===== src/rtl/sdram_init_pkg.sv =====
package sdram_init_pkg;

  // command pin encodings {cs#, ras#, cas#, we#}
  localparam logic [3:0] CMD_INH = 4'b1111;
  localparam logic [3:0] CMD_NOP = 4'b0111;
  localparam logic [3:0] CMD_PRE = 4'b0010;
  localparam logic [3:0] CMD_REF = 4'b0001;
  localparam logic [3:0] CMD_LMR = 4'b0000;

  // burst-length codes in mode word bits [2:0]
  localparam logic [2:0] BL4_CODE = 3'b010;
  localparam logic [2:0] BL8_CODE = 3'b011;

  // lowest host address bit carrying the mode word
  localparam int HA_LO   = 11;
  // address bit that selects all banks on precharge
  localparam int A10_BIT = 10;

  typedef enum logic [1:0] {
    M_NORMAL = 2'b00,
    M_LOAD   = 2'b01,
    M_PRECH  = 2'b10,
    M_NOP    = 2'b11
  } seqMode_t;

  typedef struct packed {
    logic nop;
    logic pre;
    logic lmr;
    logic passThru;
    logic timerEn;
    logic pwrOk;
  } seqStrb_t;

endpackage


===== src/rtl/sdram_init_ctrl.sv =====
module sdram_init_ctrl
  import sdram_init_pkg::*;
#(
  parameter int PWR_WAIT = 10000,
  parameter int REQ_REF  = 8,
  parameter int CNT_W    = 8
) (
  input  logic             clk,
  input  logic             rstN,
  input  logic             initBit,
  input  logic             modeBit,
  input  logic             hostRd,
  input  logic [2:0]       burstCode,
  input  logic             widthSel,
  input  logic [CNT_W-1:0] refCnt,
  output seqStrb_t         strb,
  output logic             initDone,
  output logic             seqErr
);

  localparam int PW_W = $clog2(PWR_WAIT + 1);

  logic [PW_W-1:0] pwrCnt;
  seqMode_t        modeSel, prevMode;
  logic            nopSeen, preSeen, lmrSeen;
  logic            entry, pwrOk, burstOk, refEnough;
  logic            preReq, preOk, lmrReq, lmrOk, passThru, doneSet;

  assign modeSel   = seqMode_t'({initBit, modeBit});
  assign entry     = (modeSel != prevMode);
  assign pwrOk     = (pwrCnt == PW_W'(PWR_WAIT));
  assign burstOk   = widthSel ? (burstCode == BL8_CODE) : (burstCode == BL4_CODE);
  assign refEnough = (refCnt >= CNT_W'(REQ_REF));

  assign preReq   = entry && (modeSel == M_PRECH);
  assign preOk    = preReq && pwrOk && nopSeen;
  assign lmrReq   = hostRd && (modeSel == M_LOAD);
  assign lmrOk    = lmrReq && pwrOk && preSeen && refEnough && burstOk;
  assign passThru = (modeSel == M_NORMAL) && initDone;
  assign doneSet  = entry && (modeSel == M_NORMAL) && lmrSeen;

  always_comb begin
    strb.nop      = entry && (modeSel == M_NOP);
    strb.pre      = preOk;
    strb.lmr      = lmrOk;
    strb.passThru = passThru;
    strb.timerEn  = preSeen && ((modeSel == M_PRECH) || passThru);
    strb.pwrOk    = pwrOk;
  end

  always_ff @(posedge clk or negedge rstN) begin
    if (!rstN) begin
      pwrCnt   <= '0;
      prevMode <= M_NORMAL;
      nopSeen  <= 1'b0;
      preSeen  <= 1'b0;
      lmrSeen  <= 1'b0;
      initDone <= 1'b0;
      seqErr   <= 1'b0;
    end else begin
      if (!pwrOk) pwrCnt <= pwrCnt + 1'b1;
      prevMode <= modeSel;
      if (strb.nop) nopSeen <= 1'b1;
      if (preOk)    preSeen <= 1'b1;
      if (lmrOk)    lmrSeen <= 1'b1;
      if (doneSet)  initDone <= 1'b1;
      if ((preReq && !preOk) || (lmrReq && !lmrOk)) seqErr <= 1'b1;
    end
  end

  // error flag is sticky
  a_r9_err_sticky: assert property (@(posedge clk) disable iff (!rstN)
    seqErr |=> seqErr);

  // completion flag never drops
  a_r10_done_sticky: assert property (@(posedge clk) disable iff (!rstN)
    initDone |=> initDone);

  // a NOP request is a single pulse
  a_r2_single_nop: assert property (@(posedge clk) disable iff (!rstN)
    strb.nop |=> !strb.nop);

  // a mode load needs the refresh count reported by the datapath
  a_r7_lmr_after_refresh: assert property (@(posedge clk) disable iff (!rstN)
    strb.lmr |-> refCnt >= CNT_W'(REQ_REF));

endmodule


===== src/rtl/sdram_init_dpath.sv =====
module sdram_init_dpath
  import sdram_init_pkg::*;
#(
  parameter int CNT_W = 8,
  parameter int TMR_W = 16,
  parameter int SD_AW = 15
) (
  input  logic             clk,
  input  logic             rstN,
  input  seqStrb_t         strb,
  input  logic [TMR_W-1:0] refIval,
  input  logic [SD_AW-1:0] modeWord,
  input  logic [3:0]       userCmd,
  input  logic [SD_AW-1:0] userAddr,
  output logic [3:0]       sdCmd,
  output logic [SD_AW-1:0] sdAddr,
  output logic [CNT_W-1:0] refCnt
);

  localparam logic [CNT_W-1:0] CNT_MAX = '1;
  localparam logic [SD_AW-1:0] PRE_ADDR = SD_AW'(1) << A10_BIT;

  logic [TMR_W-1:0] tmrCnt;
  logic             tmrOn, tick;
  logic [3:0]       nextCmd;
  logic [SD_AW-1:0] nextAddr;

  assign tmrOn = strb.timerEn && (refIval != '0);
  assign tick  = tmrOn && (tmrCnt >= refIval - TMR_W'(1));

  always_comb begin
    nextCmd  = CMD_INH;
    nextAddr = '0;
    if (strb.nop) begin
      nextCmd = CMD_NOP;
    end else if (strb.pre) begin
      nextCmd  = CMD_PRE;
      nextAddr = PRE_ADDR;
    end else if (strb.lmr) begin
      nextCmd  = CMD_LMR;
      nextAddr = modeWord;
    end else if (tick) begin
      nextCmd = CMD_REF;
    end else if (strb.passThru) begin
      nextCmd  = userCmd;
      nextAddr = userAddr;
    end
  end

  always_ff @(posedge clk or negedge rstN) begin
    if (!rstN) begin
      tmrCnt <= '0;
      refCnt <= '0;
      sdCmd  <= CMD_INH;
      sdAddr <= '0;
    end else begin
      sdCmd  <= nextCmd;
      sdAddr <= nextAddr;
      if (!tmrOn || tick) tmrCnt <= '0;
      else                tmrCnt <= tmrCnt + 1'b1;
      if (strb.pre)                         refCnt <= '0;
      else if (tick && (refCnt != CNT_MAX)) refCnt <= refCnt + 1'b1;
    end
  end

  // nothing but NOP or inhibit before the power-up wait ends
  a_r3_quiet_before_wait: assert property (@(posedge clk) disable iff (!rstN)
    !strb.pwrOk |=> (sdCmd == CMD_NOP || sdCmd == CMD_INH));

  // precharge request reaches the pins with all-bank bit set
  a_r4_pre_on_pins: assert property (@(posedge clk) disable iff (!rstN)
    strb.pre |=> (sdCmd == CMD_PRE && sdAddr[A10_BIT]));

  // a timer expiry without a competing request becomes a refresh
  a_r5_tick_is_refresh: assert property (@(posedge clk) disable iff (!rstN)
    (tick && !strb.pre) |=> sdCmd == CMD_REF);

  // zero interval never produces a refresh of its own
  a_r6_zero_ival: assert property (@(posedge clk) disable iff (!rstN)
    (refIval == '0 && !strb.passThru) |=> sdCmd != CMD_REF);

  // count only grows unless a precharge clears it
  a_r12_no_wrap: assert property (@(posedge clk) disable iff (!rstN)
    !strb.pre |=> refCnt >= $past(refCnt));

endmodule


===== src/rtl/sdram_init_seq.sv =====
module sdram_init_seq
  import sdram_init_pkg::*;
#(
  parameter int PWR_WAIT = 10000,
  parameter int REQ_REF  = 8,
  parameter int CNT_W    = 8,
  parameter int TMR_W    = 16,
  parameter int SD_AW    = 15,
  parameter int HA_W     = 32
) (
  input  logic             clk,
  input  logic             rstN,
  input  logic             initBit,
  input  logic             modeBit,
  input  logic             widthSel,
  input  logic [TMR_W-1:0] refIval,
  input  logic             hostRd,
  input  logic [HA_W-1:0]  hostAddr,
  input  logic [3:0]       userCmd,
  input  logic [SD_AW-1:0] userAddr,
  output logic [3:0]       sdCmd,
  output logic [SD_AW-1:0] sdAddr,
  output logic [CNT_W-1:0] refreshCount,
  output logic             initDone,
  output logic             seqErr
);

  localparam int HA_HI = HA_LO + SD_AW;

  seqStrb_t         strb;
  logic [SD_AW-1:0] modeWord;
  logic             unusedHost;

  assign modeWord   = hostAddr[HA_LO +: SD_AW];
  assign unusedHost = ^{hostAddr[HA_W-1:HA_HI], hostAddr[HA_LO-1:0]};

  sdram_init_ctrl #(
    .PWR_WAIT(PWR_WAIT),
    .REQ_REF (REQ_REF),
    .CNT_W   (CNT_W)
  ) u_ctrl (
    .clk      (clk),
    .rstN     (rstN),
    .initBit  (initBit),
    .modeBit  (modeBit),
    .hostRd   (hostRd),
    .burstCode(modeWord[2:0]),
    .widthSel (widthSel),
    .refCnt   (refreshCount),
    .strb     (strb),
    .initDone (initDone),
    .seqErr   (seqErr)
  );

  sdram_init_dpath #(
    .CNT_W(CNT_W),
    .TMR_W(TMR_W),
    .SD_AW(SD_AW)
  ) u_dpath (
    .clk     (clk),
    .rstN    (rstN),
    .strb    (strb),
    .refIval (refIval),
    .modeWord(modeWord),
    .userCmd (userCmd),
    .userAddr(userAddr),
    .sdCmd   (sdCmd),
    .sdAddr  (sdAddr),
    .refCnt  (refreshCount)
  );

endmodule


===== config.mk =====
export PLATFORM = sky130hd
export DESIGN_NAME = sdram_init_seq
export DESIGN_NICKNAME = d
export VERILOG_FILES = /design/src/rtl/sdram_init_pkg.sv /design/src/rtl/sdram_init_ctrl.sv /design/src/rtl/sdram_init_dpath.sv /design/src/rtl/sdram_init_seq.sv
export SDC_FILE = /design/constraint.sdc
export NUM_CORES = 1
export LEC_CHECK = 0
export ABC_AREA = 0
export CORE_MARGIN = 2
export CORE_UTILIZATION = 40
export DETAILED_ROUTE_END_ITERATION = 6
export PLACE_DENSITY = 0.76
export SLEW_MARGIN = 40
export SYNTH_ARGS = -nofsm -noshare
export SYNTH_HDL_FRONTEND = slang
export SYNTH_SLANG_ARGS = --single-unit

===== constraint.sdc =====
create_clock -name clk -period 5.42 [get_ports clk]
set_input_delay 0.813 -clock clk [delete_from_list [all_inputs] [get_ports clk]]
set_output_delay 0.813 -clock clk [all_outputs]
set_load 0.02 [all_outputs]

======== Word-level counts from Yosys, hierarchy flattened ========
Cells that the tools add are included.
storage, ports and cells
  flip-flop bits (word level) ............. 64
  input bits .............................. 73
  output and inout bits ................... 29
operators by class
  muxes and demuxes ....................... 14
  add/sub/neg operators ................... 4
  reductions and logical operators ........ 27
  equal/unequal tests ..................... 8
  order comparisons ....................... 2
operators with widths
  operator                                                            count
  two-way mux 15 bit                                                  5
  two-way mux 4 bit                                                   5
  logical AND 1 bit                                                   18
  adder 16 x 1 -> 16 bit (second input constant)                      1
  greater-or-equal comparator 16 bit                                  1
  two-way mux 16 bit                                                  1
  two-way mux 8 bit                                                   2
  nonzero test 16 bit                                                 1
  subtractor 16 x 1 -> 16 bit (second input constant)                 1
  adder 14 x 1 -> 14 bit (second input constant)                      1
  equality test 14 bit (second input constant)                        1
  adder 8 x 1 -> 8 bit (second input constant)                        1
  greater-or-equal comparator 8 x 4 -> 1 bit (second input constant)  1
  != test 8 bit (second input constant)                               1
  equality test 3 x 2 -> 1 bit (second input constant)                2
  equality test 2 bit (second input constant)                         2
  zero test 1 bit                                                     3
  logical OR 1 bit                                                    3
  equality test 2 x 1 -> 1 bit (second input constant)                1
  zero test 2 bit                                                     1
  != test 2 bit                                                       1
  nonzero test 2 bit                                                  1
  two-way mux 1 bit                                                   1

======== Depth between registers and ports, before layout ========
Gate-level depths: netlist of run 1.
  depth in word-level cells ............... 10
  depth in mapped cells ................... 14

======== Modules after synthesis ========
Synthesis of run 1 repeated with hierarchy kept, for this count alone.
unflattened totals
  cell total of the unflattened synthesis .. 349
  area, all modules ....................... 3598.5 µm²
by module, submodules not included
  module            cells each  times used  sequential area each (µm²)  area each (µm²)
  sdram_init_dpath  258         1           1081.0                      2572.5
  sdram_init_ctrl   91          1           525.5                       1026.0

======== Worst setup path before layout of run 1 ========
No wires, ideal clock.
  path kind ............................... input to register
  start ................................... input refIval[5]
  end ..................................... register u_dpath.refCnt[2]
  stages .................................. 14
  data required time ...................... 5.342 ns
  setup slack ............................. 2.022 ns
  library setup time ...................... 0.078 ns
  data arrival time ....................... 3.320 ns
  buffers on the path ..................... 2
  path through ............................ nor4_4 > and3_1 > nand2_1 > or3_1 > xor2_1 > ha_1 > nand4_1 > a211oi_1 > a32oi_1 > a21oi_2 > buf_6 > buf_6 > nand4_1 > a21oi_1
between the ends
  longest elaborated chain between the ends .. 5
  elaborated cells on any way between the ends .. 7
  those cells by class .................... add/sub: 1; order compare: 1; reduce/logical: 5
RTL lines
  element                                                                         RTL line                                        text
  start: declaration                                                              sdram_init_seq.sv:16                            input logic [TMR_W-1:0] refIval,
  subtractor 16 x 1 -> 16 bit / nonzero test 16 bit (equally long branches)       sdram_init_dpath.sv:29, sdram_init_dpath.sv:28
  greater-or-equal comparator 16 bit / logical AND 1 bit (equally long branches)  sdram_init_dpath.sv:29, sdram_init_dpath.sv:28
  logical AND 1 bit *                                                             sdram_init_dpath.sv:29                          assign tick = tmrOn && (tmrCnt >= refIval - TMR_W'(1));
  logical AND 1 bit *                                                             sdram_init_dpath.sv:62                          else if (tick && (refCnt != CNT_MAX)) refCnt <= refCnt + 1'b1;
  nonzero test 2 bit (no line) *                                                  -
  end signal: assignment                                                          sdram_init_dpath.sv:62
  end: declaration                                                                sdram_init_dpath.sv:17                          output logic [CNT_W-1:0] refCnt
Every way passes the cells marked *; elsewhere a longest branch is shown, timed or not.
A chain may end at the register's enable or synchronous reset.

======== Worst setup path in the final report of run 1 ========
  start ................................... input refIval[5]
  end ..................................... register u_dpath.sdAddr[2]
between the ends
  longest elaborated chain between the ends .. 7
  elaborated cells on any way between the ends .. 9
  those cells by class .................... add/sub: 1; order compare: 1; mux: 4; reduce/logical: 3
RTL lines
  element                                                                         RTL line                                        text
  subtractor 16 x 1 -> 16 bit / nonzero test 16 bit (equally long branches)       sdram_init_dpath.sv:29, sdram_init_dpath.sv:28
  greater-or-equal comparator 16 bit / logical AND 1 bit (equally long branches)  sdram_init_dpath.sv:29, sdram_init_dpath.sv:28
  logical AND 1 bit *                                                             sdram_init_dpath.sv:29
  two-way mux 15 bit *                                                            sdram_init_dpath.sv:42                          end else if (tick) begin
  two-way mux 15 bit *                                                            sdram_init_dpath.sv:39                          end else if (strb.lmr) begin
  two-way mux 15 bit *                                                            sdram_init_dpath.sv:36                          end else if (strb.pre) begin
  two-way mux 15 bit *                                                            sdram_init_dpath.sv:34                          if (strb.nop) begin
  via u_dpath.nextAddr[2]                                                         sdram_init_dpath.sv:26                          logic [SD_AW-1:0] nextAddr;
  end signal: assignment                                                          sdram_init_dpath.sv:58                          sdAddr <= nextAddr;
  end: declaration                                                                sdram_init_dpath.sv:16                          output logic [SD_AW-1:0] sdAddr,
Mark *: on every way through the listed nets, which the timed path passes. The rest lies on a longest branch.

==> flow_summary.ini, run 1 <==
[worst_setup_path]
cpLargestDelayFamily = simple AND/OR/NAND/NOR gates
timing.critical_path.buf_inv = 2
rrSetupSlack_ns = 2.90
r2r_cells = 8
worstSetupPathType = input pin to flip-flop
arrival_ns = 4.32
worstPathCellList = clkdlybuf4s50_1, nor4_4, and3_1, nand2_1, or3_1, xor2_1, ha_1, nand4_1, a211oi_1, a32oi_1, a21oi_2, buf_4, nor3_4, and4_1
max_stage_delay_ns = 0.53
critPathRequiredTime_ns = 5.64
rr_endpoint = u_dpath.sdAddr[10]
cp-start-kind = input pin
path_max_fanout = 19
crit_slowest_cell = clkdlybuf4s50_1
crit_cells = 14
end_kind = flip-flop
r2r_start = u_dpath.tmrCnt[0]

[cts]
ctsHoldBuffers = 0
numCtsBuffers = 9
cts_tree = built
ctsResizeCount = 0
clk_latency_ns = 0.33
clock_sinks = 64
cts_setup_buffers = 0
htree_levels = 3
clk_pin_slew_ns = 0.07
clock_path_buffers = 2
clock-root-buffer = clkbuf_8

[synthesis]
async_reset_ff_frac = 1.00
yosysTopAreaCell = dfrtp_1
ys_warn_count = 0
synth_top_area_frac = 0.430
synth_area_leaders = dfrtp_1, ha_1, xnor2_1
synth_nets = 435
synth-edff-count = 0
ys_seq_elements = 64
ys_seq_area_frac = 0.460
syn_avg_cell_area_um2 = 10.3
syn-instance-count = 340
synthDistinctLibCells = 51
netlist_area_um2 = 3490
synth-main-ff-cell = dfrtp_1

[floorplanning]
pin_count = 102
num_rows = 34
core_area_um2 = 8590
die_w_um = 97.4
dieArea_um2 = 9490
initial_core_util = 0.406
die_y_um = 97.4

[grt]
grtUsageTotal = 0.164
grt_start_max_net_pins = 65
antenna_found_initial = 0
grt_pass1_vias = 2729
grt_overflow = 0
grt_first_pass_wirelength_um = 12600

[power]
finalPower_uw = 1000
leakage_uw = 0.00205
ir_worst_vdd_mv = 0.181
p_per_area_nw_per_um2 = 216

[sta]
slew_viol_final = 0
finalCriticalPeriod_ns = 4.09
finalCritPeriodShare = 0.755
hold_violations = 0
fin_tns_setup_ns = 0
rsz0062_at_grt = false
tightest_slew_ns = 0.753
finalSetupViolations = 0
final.setup_skew_ns = 0.00788
max_freq_ghz = 0.244
setup_slack_ns = 1.33
relSlewSlack = 0.498

[placement]
io_buffers = 84
hpwl_um = 5390
place_ws_ns = 0.969
dpl_cell_area_um2 = 4420
dp_cells = 525
gp_congestion = 0.830

[drt]
drt-total-wl_um = 7440
drt_iter0_drc = 89
vias = 2777
antenna_left = 0
vias_per_cell = 5.13
drc = 0
dr.pass1.iters = 4
wl_per_cell_um = 13.8

[hold_path]
min-delay-start = u_ctrl.pwrCnt[10]
hold_path_class = flip-flop to flip-flop
whs_path_depth = 1
whs_endpoint = u_ctrl.pwrCnt[10]

[run]
drv_cap = 0

[status]
outcome = finished, final reports clean

[final_layout]
nets = 523
n_antenna_cell = 0
drive_gt1_frac = 0.0647
final-instance-count-excl-fill = 541
fillCellCount = 752
regArea_um2 = 1610
multiInputGateArea_um2 = 1770
final_cell_area_um2 = 4640
syn_to_final_growth_pct = 32.8
sequential cells by signal, indices dropped and copies added (netlist names):
signal and cells:
u_ctrl.initDone 1, u_ctrl.lmrSeen 1, u_ctrl.nopSeen 1, u_ctrl.preSeen 1
u_ctrl.prevMode 2, u_ctrl.pwrCnt 14, u_ctrl.seqErr 1, u_dpath.refCnt 8
u_dpath.sdAddr 15, u_dpath.sdCmd 4, u_dpath.tmrCnt 16
worst register-to-register path: cells and delay by family, from the launching register on:
family,cells,cell delay [ns]
AO/OA/AOI/OAI,4,1.12
adder cells (fa/ha/maj),1,0.26
buffers and inverters,1,0.07
flip-flops,1,0.40
AND/OR/NAND/NOR,2,0.61
area by class of cell:
class | count | share of cell area
multi-input combinational | 252 | 0.382
sequential | 64 | 0.346
tap | 108 | 0.0291
clock buffer | 13 | 0.0321
timing repair buffer | 86 | 0.184
inverter | 15 | 0.0121
clock inverter | 3 | 0.0140
per-stage QoR:
step	utilization	hold WS [ns]
finish	0.540	0.466
global route	0.540	0.490
CTS	0.539	0.473
detailed placement	0.514	0.464
global placement	0.514	0.456
floorplan	-	0.434
logic make-up (layout without fill, tap and decap cells):
kind of cell,after synthesis,after routing,share of synthesized area
simple gates,138,138,0.210
buf+inv,24,117,0.0326
xor+xnor,41,41,0.103
flops,64,64,0.460
fa+ha+maj,22,22,0.0789
mux,2,2,0.00609
compound gates,49,49,0.109
routing by layer:
layer  vias up  wire length, um  track usage
li1       1383                -            -
met1      1300             3330        0.215
met2        83             3420        0.250
met3        11              584       0.0540
met4         0              103       0.0673
met5         -                0            0
report_power, final:
group          leakage, uW  total (uW)  switching (uW)  internal [uW]
Combinational      0.00112        79.9            33.3           46.6
Clock             0.000108         442             170            271
Sequential        0.000825         480           0.658            479
cells in the mapped netlist, types with 5 or more instances:
cell      instances
nor3_1            8
nor2_1           38
nand2_1          22
inv_1            15
a22o_1           12
ha_1             22
nand4_1           9
xnor2_1          23
nand2b_1          6
a21oi_1          12
a21o_1            5
nor4_1            5
nand3_1          19
xor2_1           18
and3_1           13
dfrtp_1          60
cells in the final DEF, fill, tap and decap left out, types with 2 or more instances in the layout:
cell type	Yosys	routed
nand2_1	22	22
nand3_1	19	19
xor2_1	18	18
nor3b_1	2	2
nand2b_1	6	6
a31o_1	3	3
clkbuf_1	2	3
or3_1	2	2
nand3b_1	2	2
a22o_1	12	12
a21oi_1	12	12
nor3_1	8	8
nor4_1	5	5
and3_1	13	13
xnor2_1	23	23
nor2_1	38	38
bufinv_16	0	2
o21ai_0	3	3
nand4_1	9	9
a21o_1	5	5
dfrtp_1	60	60
dfstp_2	4	4
inv_1	15	15
ha_1	22	22
clkdlybuf4s50_1	0	83
and4b_1	3	3
clkbuf_8	0	10
a211oi_1	2	2
worst max path at each step:
stage	start	slack [ns]	end
floorplan	refIval[5]	2.02	u_dpath.refCnt[2]
global placement	refIval[5]	1.06	u_dpath.sdAddr[10]
detailed placement	refIval[5]	0.97	u_dpath.sdAddr[10]
CTS	refIval[5]	1.30	u_dpath.sdAddr[10]
global route	refIval[5]	1.06	u_dpath.sdAddr[10]
finish	refIval[5]	1.33	u_dpath.sdAddr[2]
Note: power is estimated with default switching activity, not from simulation.
==> inputs of run 2 (changes only) <==
- PLACE_DENSITY: 0.76 -> 0.79
- clock period: 5.42 -> 3.6 ns (I/O delays scaled with it)
==> run 2 against run 1 <==
Effect of this change: hold slack lost 0.30 ns; register-to-register slack lost 1.8 ns; combinational power grew 70%; largest cell class unchanged; die area is the same; count of clock-buffer cells in the layout shrank 2; global-route usage grew 0.73 points; setup slack lost 1.2 ns; critical path depth grew 2; clock power grew 42%; sequential power grew 50%.
==> flow_summary.ini, run 2 (same netlist as run 1, synthesis figures left out) <==
[status]
outcome = finished, final reports clean

[sta]
finalCritPeriodShare = 0.960
setup_slack_ns = 0.144
slew_viol_final = 0
finalSetupViolations = 0
max_freq_ghz = 0.289
finalCriticalPeriod_ns = 3.46
relSlewSlack = 0.490
final.setup_skew_ns = 0.00834
hold_violations = 0
tightest_slew_ns = 0.765

[worst_setup_path]
cp-endpoint = u_dpath.sdCmd[2]
crit_slowest_cell = clkdlybuf4s50_1
path_max_fanout = 6
arrival_ns = 3.74
r2r_cells = 11
end_kind = flip-flop
rrSetupSlack_ns = 1.10
worstSetupPathType = input pin to flip-flop
r2r_start = u_dpath.tmrCnt[0]
critPathRequiredTime_ns = 3.88
cpMostUsedCell = buf_4
rr_endpoint = u_dpath.sdCmd[2]
max_stage_delay_ns = 0.46
critical_path.startpoint = refIval[7]
cp-start-kind = input pin
worstPathCellList = clkdlybuf4s50_1, nor4_4, and3_4, nand2_1, or3_1, xor2_1, ha_1, nand4_1, o21bai_1, a211oi_2, a21oi_2, buf_4, buf_6, nor3_4, buf_4, o21a_1

[final_layout]
final_cell_area_um2 = 4900
final_cell_mix = clkdlybuf4s50_1, dfrtp_1, nor2_1
largest_reg_flops = 16
regMostFlops = u_dpath.tmrCnt
n_antenna_cell = 0
nets = 554
fillCellCount = 731
final-instance-count-excl-fill = 572
final_common_cell = clkdlybuf4s50_1
final_util = 0.570
drive_gt1_frac = 0.140
top_regs = u_dpath.tmrCnt: 16 flops, u_dpath.sdAddr: 15 flops, u_ctrl.pwrCnt: 14 flops
syn_to_final_growth_pct = 40.3

[drt]
dr.pass1.iters = 4
vias_per_cell = 5.14
drt_iter0_drc = 119
vias = 2938
drc = 0
antenna_left = 0
drt-total-wl_um = 7870
wl_per_cell_um = 13.8

[power]
leakage_uw = 0.00222
p_per_area_nw_per_um2 = 304
finalPower_uw = 1490
ir_worst_vdd_mv = 0.311

[placement]
hpwl_um = 5940
gp_congestion = 0.826
io_buffers = 84
dpl_cell_area_um2 = 4650
dp_cells = 554
place_ws_ns = -0.338

[cts]
clock_path_buffers = 2
numCtsBuffers = 9
clock-root-buffer = clkbuf_8
clk_latency_ns = 0.34
ctsHoldBuffers = 0
htree_levels = 3
clk_pin_slew_ns = 0.07
clock_sinks = 64
cts_tree = built

[grt]
grtUsageTotal = 0.171
antenna_found_initial = 0
grt_overflow = 0
grt_start_max_net_pins = 43
grt_first_pass_wirelength_um = 13300
grt_pass1_vias = 2913

[floorplanning]
num_rows = 34
dieArea_um2 = 9490
core_area_um2 = 8590
pin_count = 102
die_w_um = 97.4
die_y_um = 97.4
initial_core_util = 0.406

[hold_path]
hold_path_class = input pin to async pin

[run]
drv_cap = 0
## run 2: layout make-up
cell class / instances / area [um^2] / share of cell area
Sequential cell: 64 / 1610 / 0.328
Tap cell: 108 / 135 / 0.0276
Clock buffer: 11 / 151 / 0.0309
Clock inverter: 5 / 55.1 / 0.0112
Timing Repair Buffer: 117 / 1110 / 0.226
Multi-Input combinational cell: 252 / 1790 / 0.364
Inverter: 15 / 56.3 / 0.0115
## run 2: layer usage
layer | share of wire | up-vias | GRT usage
met5 | 0 | - | 0
met3 | 0.058 | 14 | 0.0453
met2 | 0.47 | 83 | 0.281
li1 | - | 1443 | -
met1 | 0.45 | 1398 | 0.219
met4 | 0.019 | 0 | 0.0598
## run 2: metrics by stage
step / hold WS, ns / TNS [ns]
finish: 0.169 / 0
global route: 0.195 / -0.0244
CTS: 0.173 / 0
detailed placement: 0.453 / -7.60
global placement: 0.453 / -5.45
floorplan: 0.244 / 0
## run 2: worst min-delay path by stage
| stage | slack [ns] | end | startpoint | depth (start not counted) |
|---|---|---|---|---|
| after floorplan | 0.24 | u_ctrl.initDone | rstN | 0 |
| after global placement | 0.45 | u_ctrl.lmrSeen | u_ctrl.lmrSeen | 1 |
| after detailed placement | 0.45 | u_ctrl.lmrSeen | u_ctrl.lmrSeen | 1 |
| after CTS | 0.17 | u_dpath.refCnt[6] | rstN | 1 |
| after global routing | 0.20 | u_dpath.refCnt[4] | rstN | 1 |
| final | 0.17 | u_dpath.refCnt[6] | rstN | 1 |
## run 2: timing repair
action / in CTS / in global routing
resized for setup: 0 / 7
setup buffers: 0 / 2
endpoints found under the setup margin: 0 / 27
## run 2: power breakdown
part | leakage, uW | total (uW) | switching, uW | internal (uW)
combinational | 0.00129 | 136 | 53.9 | 82.6
clock | 0.000101 | 629 | 274 | 355
sequential | 0.000825 | 722 | 1.09 | 721
total | 0.00222 | 1490 | 329 | 1160
## run 2: critical path, delay by kind of cell
| family | cells | cell delay (ns) |
|---|---|---|
| simple gates | 6 | 1.27 |
| buf+inv | 4 | 0.90 |
| compound gates | 4 | 0.56 |
| fa+ha+maj | 1 | 0.31 |
| xor+xnor | 1 | 0.16 |
==> inputs of run 3 (changes only) <==
- CTS_CLUSTER_SIZE: unset -> 25
- MAX_ROUTING_LAYER: unset -> met4
==> run 3 against run 2 <==
Effect of this change: clock skew decreased by 0.0011 ns; sequential share of layout area unchanged; via count increased by 0.31%; core utilization stayed put; clock power is essentially flat; die area is the same; global-route usage grew 0.51 points; cell count unchanged; non-clock buffer count unchanged; combinational power hardly changed; sequential cell count stayed put.
==> flow_summary.ini, run 3 (same netlist as run 1, synthesis figures left out) <==
[status]
outcome = finished, final reports clean

[sta]
holdWs_ns = 0.176
fin_tns_setup_ns = 0
max_freq_ghz = 0.289
finalCriticalPeriod_ns = 3.46
relSlewSlack = 0.505
finalSetupViolations = 0
setup_slack_ns = 0.142
slew_viol_final = 0
tightest_slew_ns = 0.742
finalCritPeriodShare = 0.961
final.setup_skew_ns = 0.00724
hold_violations = 0

[placement]
gp_congestion = 0.839
dpl_cell_area_um2 = 4650
hpwl_um = 5940
place_ws_ns = -0.338
io_buffers = 84

[grt]
grtUsageTotal = 0.176
antenna_found_initial = 0
grt_overflow = 0
grt_first_pass_wirelength_um = 13300
grt_start_max_net_pins = 43
grt_pass1_vias = 2916

[cts]
htree_levels = 3
numCtsBuffers = 9
clock-root-buffer = clkbuf_8
clock_sinks = 64
cts_tree = built
clock_path_buffers = 2
clk_latency_ns = 0.33
clk_pin_slew_ns = 0.07
ctsHoldBuffers = 0

[power]
ir_worst_vdd_mv = 0.312
p_per_area_nw_per_um2 = 304
leakage_uw = 0.00222

[floorplanning]
num_rows = 34
dieArea_um2 = 9490
pin_count = 102
die_y_um = 97.4
initial_core_util = 0.406
core_area_um2 = 8590
die_w_um = 97.4

[drt]
drc = 0
antenna_left = 0
wl_per_cell_um = 13.8
dr.pass1.iters = 4
vias_per_cell = 5.15
drt_iter0_drc = 120
drt-total-wl_um = 7870
vias = 2947

[final_layout]
drive_gt1_frac = 0.140
final_cell_area_um2 = 4900
n_antenna_cell = 0
final_cell_mix = clkdlybuf4s50_1, dfrtp_1, nor2_1
top_regs = u_dpath.tmrCnt: 16 flops, u_dpath.sdAddr: 15 flops, u_ctrl.pwrCnt: 14 flops
nets = 554
syn_to_final_growth_pct = 40.3
final_util = 0.570
final_common_cell = clkdlybuf4s50_1
largest_reg_flops = 16
regMostFlops = u_dpath.tmrCnt

[worst_setup_path]
end_kind = flip-flop
arrival_ns = 3.74
critPathRequiredTime_ns = 3.88
cp-start-kind = input pin
rrSetupSlack_ns = 1.10
worstSetupPathType = input pin to flip-flop
path_max_fanout = 6

[run]
drv_cap = 0

[hold_path]
hold_path_class = input pin to async pin
[run 3: per-layer routing]
metal / GRT usage / wire (um)
met2: 0.281 / 3730
met1: 0.223 / 3550
met4: 0.0566 / 127
met5: - / 0
met3: 0.0432 / 461
[run 3: worst paths after layout]
path,startpoint,end,cells past startpoint
worst max-delay path,refIval[7],u_dpath.sdCmd[2],16
worst min-delay path,rstN,u_dpath.refCnt[6],1
worst max register to register,u_dpath.tmrCnt[0],u_dpath.sdCmd[2],11
worst min register to register,u_ctrl.pwrCnt[10],u_ctrl.pwrCnt[10],1
max in group asynchronous,rstN,u_dpath.sdCmd[1],2
min in group clk,u_ctrl.pwrCnt[10],u_ctrl.pwrCnt[10],1
[run 3: power breakdown]
part           internal [uW]  switching [uW]
logic                   82.6            54.1
clock network            355             274
registers                721            1.11
total                   1160             329
[run 3: through the flow]
stage	power, uW	instances
finish	1490	572
global placement	868	554
CTS	1510	570
floorplan	765	340
detailed placement	872	554
global route	1550	572
[run 3: layout make-up]
cell class	instances	area, um^2
tap	108	135
inverter	15	56.3
fill	731	3690
clock buffer	11	151
timing repair buffer	117	1110
multi-input combinational	252	1790
clock inverter	5	55.1
sequential	64	1610
[run 3: timing repair]
action | CTS | global route
setup endpoints to repair | 0 | 27
gates resized for setup | 0 | 7
buffers inserted | 0 | 2
endpoints found under the hold margin | 0 | 0
[run 3: worst max-delay path, stage by stage]
cell and delay (ns):
clkdlybuf4s50_1 0.46, nor4_4 0.24, and3_4 0.23, nand2_1 0.07, or3_1 0.34, xor2_1 0.16, ha_1 0.31, nand4_1 0.19
o21bai_1 0.12, a211oi_2 0.26, a21oi_2 0.08, buf_4 0.17, buf_6 0.14, nor3_4 0.20, buf_4 0.13, o21a_1 0.10
